File: src/rtl/irq_ctrl_pkg.sv
package irq_ctrl_pkg;

  localparam int unsigned DATA_W = 32;

  // word addresses of the register map
  localparam int unsigned OFS_EOI     = 8;
  localparam int unsigned OFS_ERR_RAW = 9;
  localparam int unsigned OFS_ERR_MSK = 10;
  localparam int unsigned OFS_ERR_ENS = 11;
  localparam int unsigned OFS_ERR_ENC = 12;
  localparam int unsigned OFS_SYN_RAW = 13;
  localparam int unsigned OFS_SYN_MSK = 14;
  localparam int unsigned OFS_SYN_ENS = 15;
  localparam int unsigned OFS_SYN_ENC = 16;

  typedef struct packed {
    logic raw_set;
    logic msk_clr;
    logic en_set;
    logic en_clr;
  } grp_we_t;

  // next raw state: a clear loses against a set or an event on the same bit
  function automatic logic [DATA_W-1:0] raw_next(
    input logic [DATA_W-1:0] cur,
    input logic [DATA_W-1:0] set_bits,
    input logic [DATA_W-1:0] clr_bits,
    input logic [DATA_W-1:0] evt_bits);
    return (cur & ~clr_bits) | set_bits | evt_bits;
  endfunction

  function automatic logic [DATA_W-1:0] en_next(
    input logic [DATA_W-1:0] cur,
    input logic [DATA_W-1:0] set_bits,
    input logic [DATA_W-1:0] clr_bits);
    return (cur | set_bits) & ~clr_bits;
  endfunction

endpackage

File: src/rtl/irq_evt_group.sv
module irq_evt_group
  import irq_ctrl_pkg::*;
#(
  parameter int unsigned N = 8
) (
  input  logic         clk,
  input  logic         rst_n,
  input  logic [N-1:0] evt,
  input  grp_we_t      we,
  input  logic [N-1:0] wfield,
  output logic [N-1:0] raw,
  output logic [N-1:0] en,
  output logic [N-1:0] masked
);

  logic [N-1:0] raw_q, en_q;
  logic [N-1:0] set_bits, clr_bits, ens_bits, enc_bits;
  logic [DATA_W-1:0] raw_full, en_full;

  assign set_bits = we.raw_set ? wfield : '0;
  assign clr_bits = we.msk_clr ? wfield : '0;
  assign ens_bits = we.en_set  ? wfield : '0;
  assign enc_bits = we.en_clr  ? wfield : '0;

  assign raw_full = raw_next(DATA_W'(raw_q), DATA_W'(set_bits),
                             DATA_W'(clr_bits), DATA_W'(evt));
  assign en_full  = en_next(DATA_W'(en_q), DATA_W'(ens_bits), DATA_W'(enc_bits));

  always_ff @(posedge clk or negedge rst_n) begin
    if (!rst_n) begin
      raw_q <= '0;
      en_q  <= '0;
    end else begin
      raw_q <= raw_full[N-1:0];
      en_q  <= en_full[N-1:0];
    end
  end

  assign raw    = raw_q;
  assign en     = en_q;
  assign masked = raw_q & en_q;

  // an event always leaves its raw bit set, whatever else happens that cycle
  assert_evt_latch_R2: assert property (@(posedge clk) disable iff (!rst_n)
    (evt != '0) |=> ((raw_q & $past(evt)) == $past(evt)));

  assert_msk_clear_R5: assert property (@(posedge clk) disable iff (!rst_n)
    we.msk_clr |=> ((raw_q & $past(wfield & ~evt)) == '0));

  assert_en_set_R6: assert property (@(posedge clk) disable iff (!rst_n)
    we.en_set |=> ((en_q & $past(wfield)) == $past(wfield)));

  assert_en_clr_R6: assert property (@(posedge clk) disable iff (!rst_n)
    we.en_clr |=> ((en_q & $past(wfield)) == '0));

endmodule

File: src/rtl/irq_reg_decode.sv
module irq_reg_decode
  import irq_ctrl_pkg::*;
#(
  parameter int unsigned AW    = 6,
  parameter int unsigned ERR_N = 1,
  parameter int unsigned SYN_N = 8
) (
  input  logic              wr,
  input  logic [AW-1:0]     addr,
  input  logic              wbit0,
  input  logic [ERR_N-1:0]  err_raw,
  input  logic [ERR_N-1:0]  err_en,
  input  logic [ERR_N-1:0]  err_msk,
  input  logic [SYN_N-1:0]  syn_raw,
  input  logic [SYN_N-1:0]  syn_en,
  input  logic [SYN_N-1:0]  syn_msk,
  output grp_we_t           err_we,
  output grp_we_t           syn_we,
  output logic              eoi_line0,
  output logic [DATA_W-1:0] rdata
);

  localparam logic [AW-1:0] A_EOI     = AW'(OFS_EOI);
  localparam logic [AW-1:0] A_ERR_RAW = AW'(OFS_ERR_RAW);
  localparam logic [AW-1:0] A_ERR_MSK = AW'(OFS_ERR_MSK);
  localparam logic [AW-1:0] A_ERR_ENS = AW'(OFS_ERR_ENS);
  localparam logic [AW-1:0] A_ERR_ENC = AW'(OFS_ERR_ENC);
  localparam logic [AW-1:0] A_SYN_RAW = AW'(OFS_SYN_RAW);
  localparam logic [AW-1:0] A_SYN_MSK = AW'(OFS_SYN_MSK);
  localparam logic [AW-1:0] A_SYN_ENS = AW'(OFS_SYN_ENS);
  localparam logic [AW-1:0] A_SYN_ENC = AW'(OFS_SYN_ENC);

  always_comb begin
    err_we.raw_set = wr && (addr == A_ERR_RAW);
    err_we.msk_clr = wr && (addr == A_ERR_MSK);
    err_we.en_set  = wr && (addr == A_ERR_ENS);
    err_we.en_clr  = wr && (addr == A_ERR_ENC);
    syn_we.raw_set = wr && (addr == A_SYN_RAW);
    syn_we.msk_clr = wr && (addr == A_SYN_MSK);
    syn_we.en_set  = wr && (addr == A_SYN_ENS);
    syn_we.en_clr  = wr && (addr == A_SYN_ENC);
    eoi_line0      = wr && (addr == A_EOI) && !wbit0;
  end

  always_comb begin
    case (addr)
      A_ERR_RAW:            rdata = DATA_W'(err_raw);
      A_ERR_MSK:            rdata = DATA_W'(err_msk);
      A_ERR_ENS, A_ERR_ENC: rdata = DATA_W'(err_en);
      A_SYN_RAW:            rdata = DATA_W'(syn_raw);
      A_SYN_MSK:            rdata = DATA_W'(syn_msk);
      A_SYN_ENS, A_SYN_ENC: rdata = DATA_W'(syn_en);
      default:              rdata = '0;
    endcase
  end

endmodule

File: src/rtl/irq_line.sv
module irq_line (
  input  logic clk,
  input  logic rst_n,
  input  logic pending,
  input  logic eoi,
  output logic irq
);

  logic irq_q;

  always_ff @(posedge clk or negedge rst_n) begin
    if (!rst_n)     irq_q <= 1'b0;
    else if (eoi)   irq_q <= 1'b0;
    else if (!irq_q) irq_q <= pending;
  end

  assign irq = irq_q;

  assert_hold_R9: assert property (@(posedge clk) disable iff (!rst_n)
    (irq_q && !eoi) |=> irq_q);

  assert_rise_R9: assert property (@(posedge clk) disable iff (!rst_n)
    (!irq_q && pending && !eoi) |=> irq_q);

  assert_eoi_drop_R10: assert property (@(posedge clk) disable iff (!rst_n)
    eoi |=> !irq_q);

  assert_rise_cause_R9: assert property (@(posedge clk) disable iff (!rst_n)
    $rose(irq_q) |-> $past(pending));

endmodule

File: src/rtl/irq_status_ctrl.sv
module irq_status_ctrl
  import irq_ctrl_pkg::*;
#(
  parameter int unsigned AW    = 6,
  parameter int unsigned ERR_N = 1,
  parameter int unsigned SYN_N = 8
) (
  input  logic              clk,
  input  logic              rst_n,
  input  logic              bus_wr,
  input  logic [AW-1:0]     bus_addr,
  input  logic [DATA_W-1:0] bus_wdata,
  output logic [DATA_W-1:0] bus_rdata,
  input  logic [ERR_N-1:0]  err_evt,
  input  logic [SYN_N-1:0]  sync_evt,
  output logic              irq_out
);

  grp_we_t          err_we, syn_we;
  logic             eoi_line0;
  logic [ERR_N-1:0] err_raw, err_en, err_msk;
  logic [SYN_N-1:0] syn_raw, syn_en, syn_msk;
  logic             any_pending;

  irq_reg_decode #(.AW(AW), .ERR_N(ERR_N), .SYN_N(SYN_N)) u_dec (
    .wr(bus_wr), .addr(bus_addr), .wbit0(bus_wdata[0]),
    .err_raw(err_raw), .err_en(err_en), .err_msk(err_msk),
    .syn_raw(syn_raw), .syn_en(syn_en), .syn_msk(syn_msk),
    .err_we(err_we), .syn_we(syn_we), .eoi_line0(eoi_line0),
    .rdata(bus_rdata));

  irq_evt_group #(.N(ERR_N)) u_err (
    .clk(clk), .rst_n(rst_n), .evt(err_evt), .we(err_we),
    .wfield(bus_wdata[ERR_N-1:0]),
    .raw(err_raw), .en(err_en), .masked(err_msk));

  irq_evt_group #(.N(SYN_N)) u_syn (
    .clk(clk), .rst_n(rst_n), .evt(sync_evt), .we(syn_we),
    .wfield(bus_wdata[SYN_N-1:0]),
    .raw(syn_raw), .en(syn_en), .masked(syn_msk));

  assign any_pending = (|err_msk) || (|syn_msk);

  irq_line u_line (
    .clk(clk), .rst_n(rst_n), .pending(any_pending),
    .eoi(eoi_line0), .irq(irq_out));

  // an end-of-interrupt with line number 1 never drops the line
  assert_eoi_line1_R8: assert property (@(posedge clk) disable iff (!rst_n)
    (irq_out && bus_wr && bus_addr == AW'(OFS_EOI) && bus_wdata[0]) |=> irq_out);

endmodule

File: config.mk
export PLATFORM = sky130hd
export DESIGN_NAME = irq_status_ctrl
export DESIGN_NICKNAME = d
export VERILOG_FILES = /design/src/rtl/irq_ctrl_pkg.sv /design/src/rtl/irq_evt_group.sv /design/src/rtl/irq_reg_decode.sv /design/src/rtl/irq_line.sv /design/src/rtl/irq_status_ctrl.sv
export SDC_FILE = /design/constraint.sdc
export NUM_CORES = 1
export LEC_CHECK = 0
export ABC_AREA = 1
export BUFFER_PORTS_ARGS = -buffer_cell sky130_fd_sc_hd__buf_4
export CAP_MARGIN = 20
export CORE_UTILIZATION = 35
export CTS_BUF_LIST = sky130_fd_sc_hd__clkbuf_8
export CTS_CLUSTER_DIAMETER = 60
export DETAILED_ROUTE_END_ITERATION = 10
export PLACE_DENSITY = 0.67
export SYNTH_ARGS = -nofsm -noshare
export SYNTH_HDL_FRONTEND = slang
export SYNTH_SLANG_ARGS = --single-unit
File: constraint.sdc
create_clock -name clk -period 2 [get_ports clk]
set_input_delay 0.3 -clock clk [delete_from_list [all_inputs] [get_ports clk]]
set_output_delay 0.3 -clock clk [all_outputs]
set_load 0.01 [all_outputs]
==> run metrics, run 1 <==
status finished clean; ratio of cells with drive above 1 in the final layout 0.221; Seq/Total Area, Yosys 0.336; total negative slack 0 ns; Slowest cell on crit path nor2_2; DRC 0; slowest stage delay, CP 0.33 ns; most frequent CP cell nand2_1; global placer's final weighted congestion 0.780; critical-path maximum fanout 9; Critical Path Source Type input port; met2 wire length 1.39 mm; # resized after CTS 0; aggregate routed wire length 3.08 mm; syn avg cell area 7.41 um^2; final hold violations 0; RSZ-0062 raised after global routing no; Yosys top cell by area dfrtp_1; DR WL met3 209 um; Area Overhead vs Synth 20.4%; critical path endpoint category primary output; Port-buffer cells 34; Rows 22; Hold Buf Count CTS 1; worst endpoint data arrival time 1.47 ns; Achievable Freq 566 MHz; Starting Density 0.375; CTS Buf Count 3; Ant. Diodes 0; initial antenna violation count 0; Post-DP HPWL 2.32 mm; count of yosys warnings during synthesis 0; GR Util All Layers 0.153; PwrDens 526 nW/um^2; worst vdd ir 362 uV; Synth Instances 191; DIE AREA 4300 um^2; crit-path leading delay family simple AND/OR/NAND/NOR gates; CTS root buffer clkbuf_8; Core ar. 3770 um^2; number of global-route vias before repair 1,096; Iter 0 DRT Violations 58; H-tree depth 1; top sig layer met4; register bit total from synthesis 19; CP Data Required Time 1.70 ns; chip height 65.6 um; fillers 399; Post-Syn Area 1420 um^2; CP Buf/Inv Count 2; wl on met1 1.46 mm; largest net degree at the start of global routing 20; Skew-Pair Late Insertion Delay 0.26 ns; I/O pin count 83; Area contributors post-synth dfrtp_1 34%, buf_4 13%, nand2_1 11%, inv_1 7.4%, o21ai_0 4.6%; worst hold path class input port to register; Leak 0.865 nW; Synth cell types 23; Tmin final 1.77 ns; clk buf depth 2; clk sinks 19; TritonCTS clock tree done; antenna-violating nets left 0; Die X 65.6 um; Min Hold Slack 0.222 ns; share of the synthesized area in the top cell type 0.336; CP Cell Sequence buf_4 > nor2_2 > nand2_1 > nand2_1 > nand2_1 > o211ai_1 > buf_4; # Post-CTS Setup Buffers 0; first-pass GRT wire length 5.02 mm; max-cap viol count 0; number of endpoints failing setup at the final stage 0; GRT overflow 0; Crit Path Class input port to primary output; part of the cycle the worst path needs 0.883; 1st-pass router iterations 4; CTS clk-pin slew, worst paths 0.07 ns; Slew Limit Fails 0; post-DR vias/cell 4.48; via count 1,251; Layout Nets 282; worst clock skew 0.00391 ns; FF-to-FF setup slack 1.00 ns; Routed WL per cell 11.0 um
==> worst register-to-register path, cell delays in order (launching register included) <==
cell and delay [ns]:
dfrtp_1 0.40, nand2_1 0.10, nand4_1 0.11, nor2_1 0.12
nand3_1 0.07, nand2_1 0.06, inv_1 0.04
==> registers in the layout, indices dropped and copies added, names as in the netlist <==
name        cells
u_err.raw       1
u_syn.raw       8
u_line.irq      1
u_err.en        1
u_syn.en        8
==> metrics by stage <==
| stage | total power (W) | area (um^2) | cells | utilization | setup WS [ns] |
|---|---|---|---|---|---|
| after floorplan | 0.000582 | 1500 | 214 | - | 0.677 |
| after global placement | 0.000625 | 1650 | 274 | 0.437 | 0.244 |
| after detailed placement | 0.000629 | 1650 | 274 | 0.437 | 0.233 |
| after CTS | 0.000904 | 1700 | 279 | 0.452 | 0.224 |
| after global routing | 0.000959 | 1700 | 279 | 0.452 | 0.0979 |
| final | 0.000897 | 1700 | 279 | 0.452 | 0.235 |
==> layout make-up <==
cell class                      instances  area, um^2  area share
Inverter                               30         113      0.0661
Multi-Input combinational cell        140         722       0.424
Sequential cell                        19         475       0.279
Clock inverter                          1        5.00     0.00294
Clock buffer                            3        41.3      0.0242
Timing Repair Buffer                   38         288       0.169
Tap cell                               48        60.1      0.0352
==> cell families after synthesis <==
kind of cell	count (synthesis)	share of synthesized area
and+or+nand+nor	80	0.289
buffers and inverters	55	0.215
AOI/OAI and AO/OA	36	0.157
DFF	19	0.336
other	1	0.00265
==> layout by cell type (no fill, tap or decap) <==
cell type	n
o21ai_1	4
buf_4	37
nand4_1	5
clkinv_2	1
dfrtp_1	19
a31oi_1	1
inv_1	28
o21bai_1	8
o22a_1	1
o211ai_1	7
nand3_2	2
nand3_1	6
nand4_4	1
nand3_4	1
nand3b_1	8
nand2_1	42
nor2_2	3
a21oi_1	2
dlygate4sd3_1	1
o21ai_0	13
nor2_4	1
inv_2	2
conb_1	24
clkbuf_8	3
nor2_1	11
==> worst paths after layout <==
check | startpoint | end | cells after the start
max | bus_addr[5] | bus_rdata[3] | 7
min | err_evt | u_err.raw$_DFF_PN0_ | 3
max reg2reg | u_syn.en[4]$_DFF_PN0_ | u_line.irq$_DFF_PN0_ | 6
min reg2reg | u_err.en$_DFF_PN0_ | u_err.en$_DFF_PN0_ | 1
max in group asynchronous | rst_n | u_syn.en[3]$_DFF_PN0_ | 2
min in group asynchronous | rst_n | u_syn.raw[2]$_DFF_PN0_ | 2
==> power breakdown <==
part / total, W / internal [W] / switching (W)
logic: 0.000195 / 0.0000846 / 0.000110
clock network: 0.000274 / 0.000139 / 0.000136
registers: 0.000427 / 0.000409 / 0.0000184
==> cells in the mapped netlist <==
library cell / count
buf_4: 24
a31oi_1: 1
nand3_1: 6
inv_1: 28
o21bai_1: 8
nand3_4: 1
o21ai_0: 13
conb_1: 1
nor2_1: 11
nand3b_1: 8
nand2_1: 42
o21ai_1: 4
nor2_4: 1
a21oi_1: 2
inv_2: 2
o211ai_1: 7
nand4_4: 1
nor2_2: 3
nand4_1: 5
buf_6: 1
dfrtp_1: 19
nand3_2: 2
o22a_1: 1
==> layer usage <==
metal / GRT usage / up-vias
met5: 0 / -
met4: 0.0326 / 0
met3: 0.0295 / 4
met2: 0.246 / 50
met1: 0.211 / 542
li1: - / 655
Power figures use the tool's default switching activity.
==> inputs of run 2 (changes only) <==
--- a/config.mk
+++ b/config.mk
@@ -5,14 +5,13 @@
 export SDC_FILE = /design/constraint.sdc
 export NUM_CORES = 1
 export LEC_CHECK = 0
-export ABC_AREA = 1
 export BUFFER_PORTS_ARGS = -buffer_cell sky130_fd_sc_hd__buf_4
 export CAP_MARGIN = 20
 export CORE_UTILIZATION = 35
 export CTS_BUF_LIST = sky130_fd_sc_hd__clkbuf_8
 export CTS_CLUSTER_DIAMETER = 60
 export DETAILED_ROUTE_END_ITERATION = 10
-export PLACE_DENSITY = 0.67
+export PLACE_DENSITY = 0.68
 export SYNTH_ARGS = -nofsm -noshare
 export SYNTH_HDL_FRONTEND = slang
 export SYNTH_SLANG_ARGS = --single-unit
==> run metrics, run 2 <==
Post-Synth XOR/XNOR Area 0 (unchanged); fillers 386 (-3.3%); Starting Density 0.366 (-0.00922); sequential cell area 475 um^2 (unchanged); RSZ-0062 raised after global routing no; syn avg cell area 8.99 um^2 (+21%); Post-synth EDFFs 0 (unchanged); largest net degree at the start of global routing 20 (unchanged); via count 1,187 (-5.1%); final hold violations 0 (unchanged); Critical Path Source Type input port; Rows 22 (unchanged); worst hold path class input port to register; PwrDens 525 nW/um^2 (-0.18%); ratio of cells with drive above 1 in the final layout 0.289 (+0.0687); Slowest cell on crit path or3b_4; critical-path maximum fanout 7 (-2); register bit total from synthesis 19 (unchanged); Area Overhead vs Synth 23.2%; Leak 0.737 nW (-15%); part of the cycle the worst path needs 0.967 (+0.0842); Iter 0 DRT Violations 63 (+8.6%); max-cap viol count 0 (unchanged); first-pass GRT wire length 5.18 mm (+3.0%); worst vdd ir 459 uV (+27%); antenna-violating nets left 0 (unchanged); count of yosys warnings during synthesis 0 (unchanged); Post-DP HPWL 2.32 mm (+0.27%); 1st-pass router iterations 4 (unchanged); CTS Buf Count 3 (unchanged); Tmin final 1.93 ns (+0.168 ns); Simple-Gate Fraction of Synth Area 0.209 (-0.0800); H-tree depth 1 (unchanged); most frequent CP cell buf_4; Core Util, Final 0.451 (-0.00110); Most used DFF post-synth dfrtp_1; Skew-Pair Late Insertion Delay 0.25 ns (about the same); critical path endpoint category primary output; chip height 63.9 um (-2.6%); CTS root buffer clkbuf_8; Area contributors post-synth dfrtp_1 35%, buf_4 13%, a221o_1 10%, a21oi_1 5.2%, nand2_1 3.9%; Layout Nets 241 (-15%); Synth cell types 38 (+65%); status finished clean; number of global-route vias before repair 1,144 (+4.4%); most frequent cell after synthesis buf_4; worst endpoint data arrival time 1.63 ns (+0.16 ns); multiplexer area fraction after synthesis 0.00840 (+0.00840); Yosys top cell by area dfrtp_1; overall power 0.000867 W (-3.3%); slowest stage delay, CP 0.39 ns (+0.06 ns); post-synthesis compound-gate area fraction 0.250 (+0.0929); post-DR vias/cell 4.99 (+11%); CP Cell Sequence buf_4 > or3b_4 > or3_4 > o21ai_4 > a221o_1 > buf_4; Post-synth ARST share 1.00 (unchanged); share of the synthesized area in the top cell type 0.355 (+0.0188); number of endpoints failing setup at the final stage 0 (unchanged); Achievable Freq 517 MHz (-8.7%); leading cell type in the layout, fill and taps excluded buf_4; Crit Path Class input port to primary output; Core ar. 3660 um^2 (-2.9%); top cells by count, synth 24 x buf_4, 19 x dfrtp_1, 14 x a21oi_1, 14 x a221o_1, 14 x nand2_1; clk buf depth 2 (unchanged); DRC 0 (unchanged); total negative slack 0 ns (unchanged); Port-buffer cells 34 (unchanged); GR Util All Layers 0.162 (+0.00903); global placer's final weighted congestion 0.817 (+4.7%); Die X 63.9 um (-2.6%); Seq/Total Area, Yosys 0.355 (+0.0188); area share of fa/ha/maj cells after synthesis 0 (unchanged); Routed WL per cell 13.1 um (+18%); initial antenna violation count 0 (unchanged); worst clock skew 0.00119 ns (-0.00273 ns); Post-Syn Area 1340 um^2 (-5.3%); Ant. Diodes 0 (unchanged); main combinational cell family by area after synthesis compound AO/OA/AOI/OAI gates; I/O pin count 83 (unchanged); CTS clk-pin slew, worst paths 0.07 ns (about the same); area of the multi-input gates 729 um^2 (+1.0%); aggregate routed wire length 3.11 mm (+0.94%); commonest non-fill, non-tap cells in the layout 43 x buf_4, 24 x conb_1, 19 x dfrtp_1; GRT overflow 0 (unchanged); Slew Limit Fails 0 (unchanged); Synth Instances 149 (-22%); DIE AREA 4080 um^2 (-5.1%); CP Data Required Time 1.70 ns (about the same); TritonCTS clock tree done; clk sinks 19 (unchanged)
[run 2: layout make-up]
class,instances,area share
Multi-Input combinational cell,121,0.442
Sequential cell,19,0.288
Timing Repair Buffer,44,0.202
Tap cell,48,0.0364
Clock buffer,3,0.0250
Inverter,2,0.00455
Clock inverter,1,0.00227
[run 2: through the flow]
stage	setup slack (ns)	instance area (um^2)	std cells	hold WS, ns
after detailed placement	0.00714	1580	233	0.195
after global placement	0.00667	1580	233	0.195
final	0.0662	1650	238	0.224
after floorplan	0.290	1430	172	0.00441
after global routing	0.0164	1650	238	0.236
after CTS	0.00636	1640	238	0.223
[run 2: final timing paths]
path | startpoint | endpoint | slack (ns) | cells past startpoint
min reg2reg | u_syn.raw[6]$_DFF_PN0_ | u_syn.raw[6]$_DFF_PN0_ | 0.54 | 2
max reg2reg | u_err.raw$_DFF_PN0_ | u_line.irq$_DFF_PN0_ | 0.75 | 4
max in group asynchronous | rst_n | u_syn.en[3]$_DFF_PN0_ | 1.34 | 2
min in group asynchronous | rst_n | u_syn.raw[6]$_DFF_PN0_ | 0.46 | 2
max | bus_addr[5] | bus_rdata[7] | 0.07 | 6
min | sync_evt[6] | u_syn.raw[6]$_DFF_PN0_ | 0.22 | 3
[run 2: power breakdown]
part	internal (W)	switching, W	leakage, nW
Sequential	0.000407	0.0000191	0.203
Clock	0.000136	0.000127	0.0269
Combinational	0.0000783	0.0000987	0.507
[run 2: metal layers]
metal  vias to the layer above  GRT usage  routed length [um]
li1                        588          -                   -
met1                       559      0.217                1430
met2                        40      0.275                1500
met3                         0     0.0411                 177
met4                         0    0.00568                   0
met5                         -          0                   0
[run 2: what timing repair did]
action	in CTS	in global routing
hold buffers	1	0
setup endpoints to repair	0	6
hold endpoints to repair	19	0
gates resized for setup	0	2
buffers inserted	0	0
[run 2: cell families after synthesis]
logic type	after synthesis
AND/OR/NAND/NOR	50
AO/OA/AOI/OAI	46
buffers and inverters	32
flip-flops	19
multiplexers	1
other	1
[run 2: worst max-delay path, delay by kind of cell]
family | cells | cell delay, ns
AND/OR/NAND/NOR | 2 | 0.77
AO/OA/AOI/OAI | 2 | 0.33
buffers and inverters | 2 | 0.23
==> inputs of run 3 (changes only) <==
--- a/config.mk
+++ b/config.mk
@@ -11,7 +11,8 @@
 export CTS_BUF_LIST = sky130_fd_sc_hd__clkbuf_8
 export CTS_CLUSTER_DIAMETER = 60
 export DETAILED_ROUTE_END_ITERATION = 10
-export PLACE_DENSITY = 0.68
+export PLACE_DENSITY = 0.67
 export SYNTH_ARGS = -nofsm -noshare
 export SYNTH_HDL_FRONTEND = slang
+export SYNTH_HIERARCHICAL = 1
 export SYNTH_SLANG_ARGS = --single-unit
==> run metrics, run 3 <==
top cells by count, synth 24 x buf_4, 19 x a21oi_1, 19 x dfrtp_1, 17 x a221o_1, 10 x nand2_1; wl on met1 1.37 mm (-4.1%); Slowest cell on crit path or4b_4; DIE AREA 4100 um^2 (+0.55%); CP Data Required Time 1.70 ns (about the same); number of endpoints failing setup at the final stage 0 (unchanged); Rows 22 (unchanged); register bit total from synthesis 19 (unchanged); Seq/Total Area, Yosys 0.353 (-0.00198); syn avg cell area 9.42 um^2 (+4.8%); final cell count without fillers 230 (-3.4%); Area contributors post-synth dfrtp_1 35%, buf_4 13%, a221o_1 13%, a21oi_1 7.1%, and2_1 4.2%; chip height 64.1 um (+0.27%); Critical Path Source Type input port; DR WL met3 173 um (-2.3%); status finished clean; DRC 0 (unchanged); Area Overhead vs Synth 21.7%; Post-synth EDFFs 0 (unchanged); Tmin final 1.89 ns (-0.0455 ns); Most used DFF post-synth dfrtp_1; 1st-pass router iterations 4 (unchanged); Core ar. 3690 um^2 (+0.75%); overall power 0.000884 W (+2.0%); final hold violations 0 (unchanged); most frequent CP cell buf_4; # resized after CTS 0 (unchanged); I/O pin count 83 (unchanged); CTS Buf Count 3 (unchanged); Layout Nets 233 (-3.3%); total negative slack 0 ns (unchanged); Port-buffer cells 34 (unchanged); top sig layer met4; Routed WL per cell 13.8 um (+5.9%); critical path endpoint category primary output; # Post-CTS Setup Buffers 0 (unchanged); fin area 1640 um^2 (-0.61%); worst hold path class input port to register; Synth cell types 32 (-16%); largest net degree at the start of global routing 20 (unchanged); TritonCTS clock tree done; clk sinks 19 (unchanged); worst vdd ir 289 uV (-37%); Hold Buf Count CTS 1 (unchanged); share of the synthesized area in the top cell type 0.353 (-0.00198); pre-CTS setup slack 0.100 ns (+0.0928 ns); max-cap viol count 0 (unchanged); Post-synth ARST share 1.00 (unchanged); Setup WS post-layout 0.112 ns (+0.0455 ns); number of global-route vias before repair 1,076 (-5.9%); Iter 0 DRT Violations 57 (-9.5%); worst endpoint data arrival time 1.59 ns (-0.04 ns); via count 1,170 (-1.4%); Die X 64.1 um (+0.27%); Yosys top cell by area dfrtp_1; Post-DP Area 1580 um^2 (about the same); Skew-Pair Late Insertion Delay 0.25 ns (about the same); CTS root buffer clkbuf_8; initial antenna violation count 0 (unchanged); Ant. Diodes 0 (unchanged); count of yosys warnings during synthesis 6 (+6); Achievable Freq 530 MHz (+2.4%); clk buf depth 2 (unchanged); part of the cycle the worst path needs 0.944 (-0.0227); PwrDens 539 nW/um^2 (+2.6%); post-DR vias/cell 5.09 (+2.0%); ratio of cells with drive above 1 in the final layout 0.286 (-0.00376); CTS clk-pin slew, worst paths 0.07 ns (about the same); first-pass GRT wire length 5.25 mm (+1.4%); antenna-violating nets left 0 (unchanged); Post-Syn Area 1350 um^2 (+0.56%); Leak 0.737 nW (about the same); RSZ-0062 raised after global routing no; H-tree depth 1 (unchanged); leading cell type in the layout, fill and taps excluded buf_4; GRT overflow 0 (unchanged); most frequent cell after synthesis buf_4; Starting Density 0.365 (-0.000696); Slew Limit Fails 0 (unchanged); aggregate routed wire length 3.18 mm (+2.4%); GR Util All Layers 0.168 (+0.00638); CP Cell Sequence buf_4 > or4b_4 > o22ai_4 > a221o_1 > buf_4; met2 wire length 1.62 mm (+7.9%); Crit Path Class input port to primary output; placed cell count 225 (-3.4%); commonest non-fill, non-tap cells in the layout 40 x buf_4, 24 x conb_1, 19 x a21oi_1, 19 x dfrtp_1, 17 x a221o_1; critical-path maximum fanout 8 (+1); Synth Instances 143 (-4.0%); worst clock skew 0.000651 ns (-0.000536 ns); slowest stage delay, CP 0.55 ns (+0.16 ns); Post-DP HPWL 2.38 mm (+2.5%); FF-to-FF setup slack 0.72 ns (-0.03 ns); global placer's final weighted congestion 0.826 (+1.1%)
-- run 3: critical path: cells and delay by family --
| family | cells | cell delay (ns) |
|---|---|---|
| AND/OR/NAND/NOR | 1 | 0.55 |
| AO/OA/AOI/OAI | 2 | 0.48 |
| buffers and inverters | 2 | 0.24 |
-- run 3: cell families after synthesis --
family | Yosys count | share of synthesized area
AO/OA/AOI/OAI | 39 | 0.226
buffers and inverters | 31 | 0.162
flip-flops | 19 | 0.353
multiplexers | 1 | 0.00743
other | 1 | 0.00278
AND/OR/NAND/NOR | 52 | 0.250
-- run 3: final timing paths --
| check | from | end | cells past startpoint |
|---|---|---|---|
| setup reg to reg | u_syn/raw[4]$_DFF_PN0_ | u_line/irq$_DFF_PN0_ | 4 |
| min in group asynchronous | rst_n | u_syn/raw[3]$_DFF_PN0_ | 2 |
| setup / recovery | bus_addr[5] | bus_rdata[5] | 5 |
| hold / removal | sync_evt[1] | u_syn/raw[1]$_DFF_PN0_ | 2 |
| hold reg to reg | u_syn/raw[7]$_DFF_PN0_ | u_syn/raw[7]$_DFF_PN0_ | 1 |
| max in group asynchronous | rst_n | u_syn/en[5]$_DFF_PN0_ | 2 |
-- run 3: cell type report --
class | instances | area, um^2
Clock buffer | 3 | 41.3
Clock inverter | 1 | 5.00
Fill cell | 382 | 2050
Inverter | 2 | 7.51
Multi-Input combinational cell | 116 | 741
Sequential cell | 19 | 475
Tap cell | 48 | 60.1
Timing Repair Buffer | 41 | 310
-- run 3: metrics by stage --
| step | util | hold WS (ns) |
|---|---|---|
| after floorplan | - | 0.00441 |
| after global placement | 0.429 | 0.186 |
| after detailed placement | 0.429 | 0.192 |
| after CTS | 0.445 | 0.225 |
| after global routing | 0.445 | 0.225 |
| final | 0.445 | 0.237 |
-- run 3: metal layers --
layer | global-route usage | up-vias
met5 | 0 | -
met3 | 0.0250 | 2
li1 | - | 564
met4 | 0.0597 | 0
met1 | 0.223 | 570
met2 | 0.277 | 34
-- run 3: power by group --
group / internal [W] / total (W) / leakage [nW] / switching (W)
Sequential: 0.000409 / 0.000429 / 0.207 / 0.0000195
Clock: 0.000138 / 0.000263 / 0.0255 / 0.000125
Combinational: 0.0000870 / 0.000192 / 0.504 / 0.000105
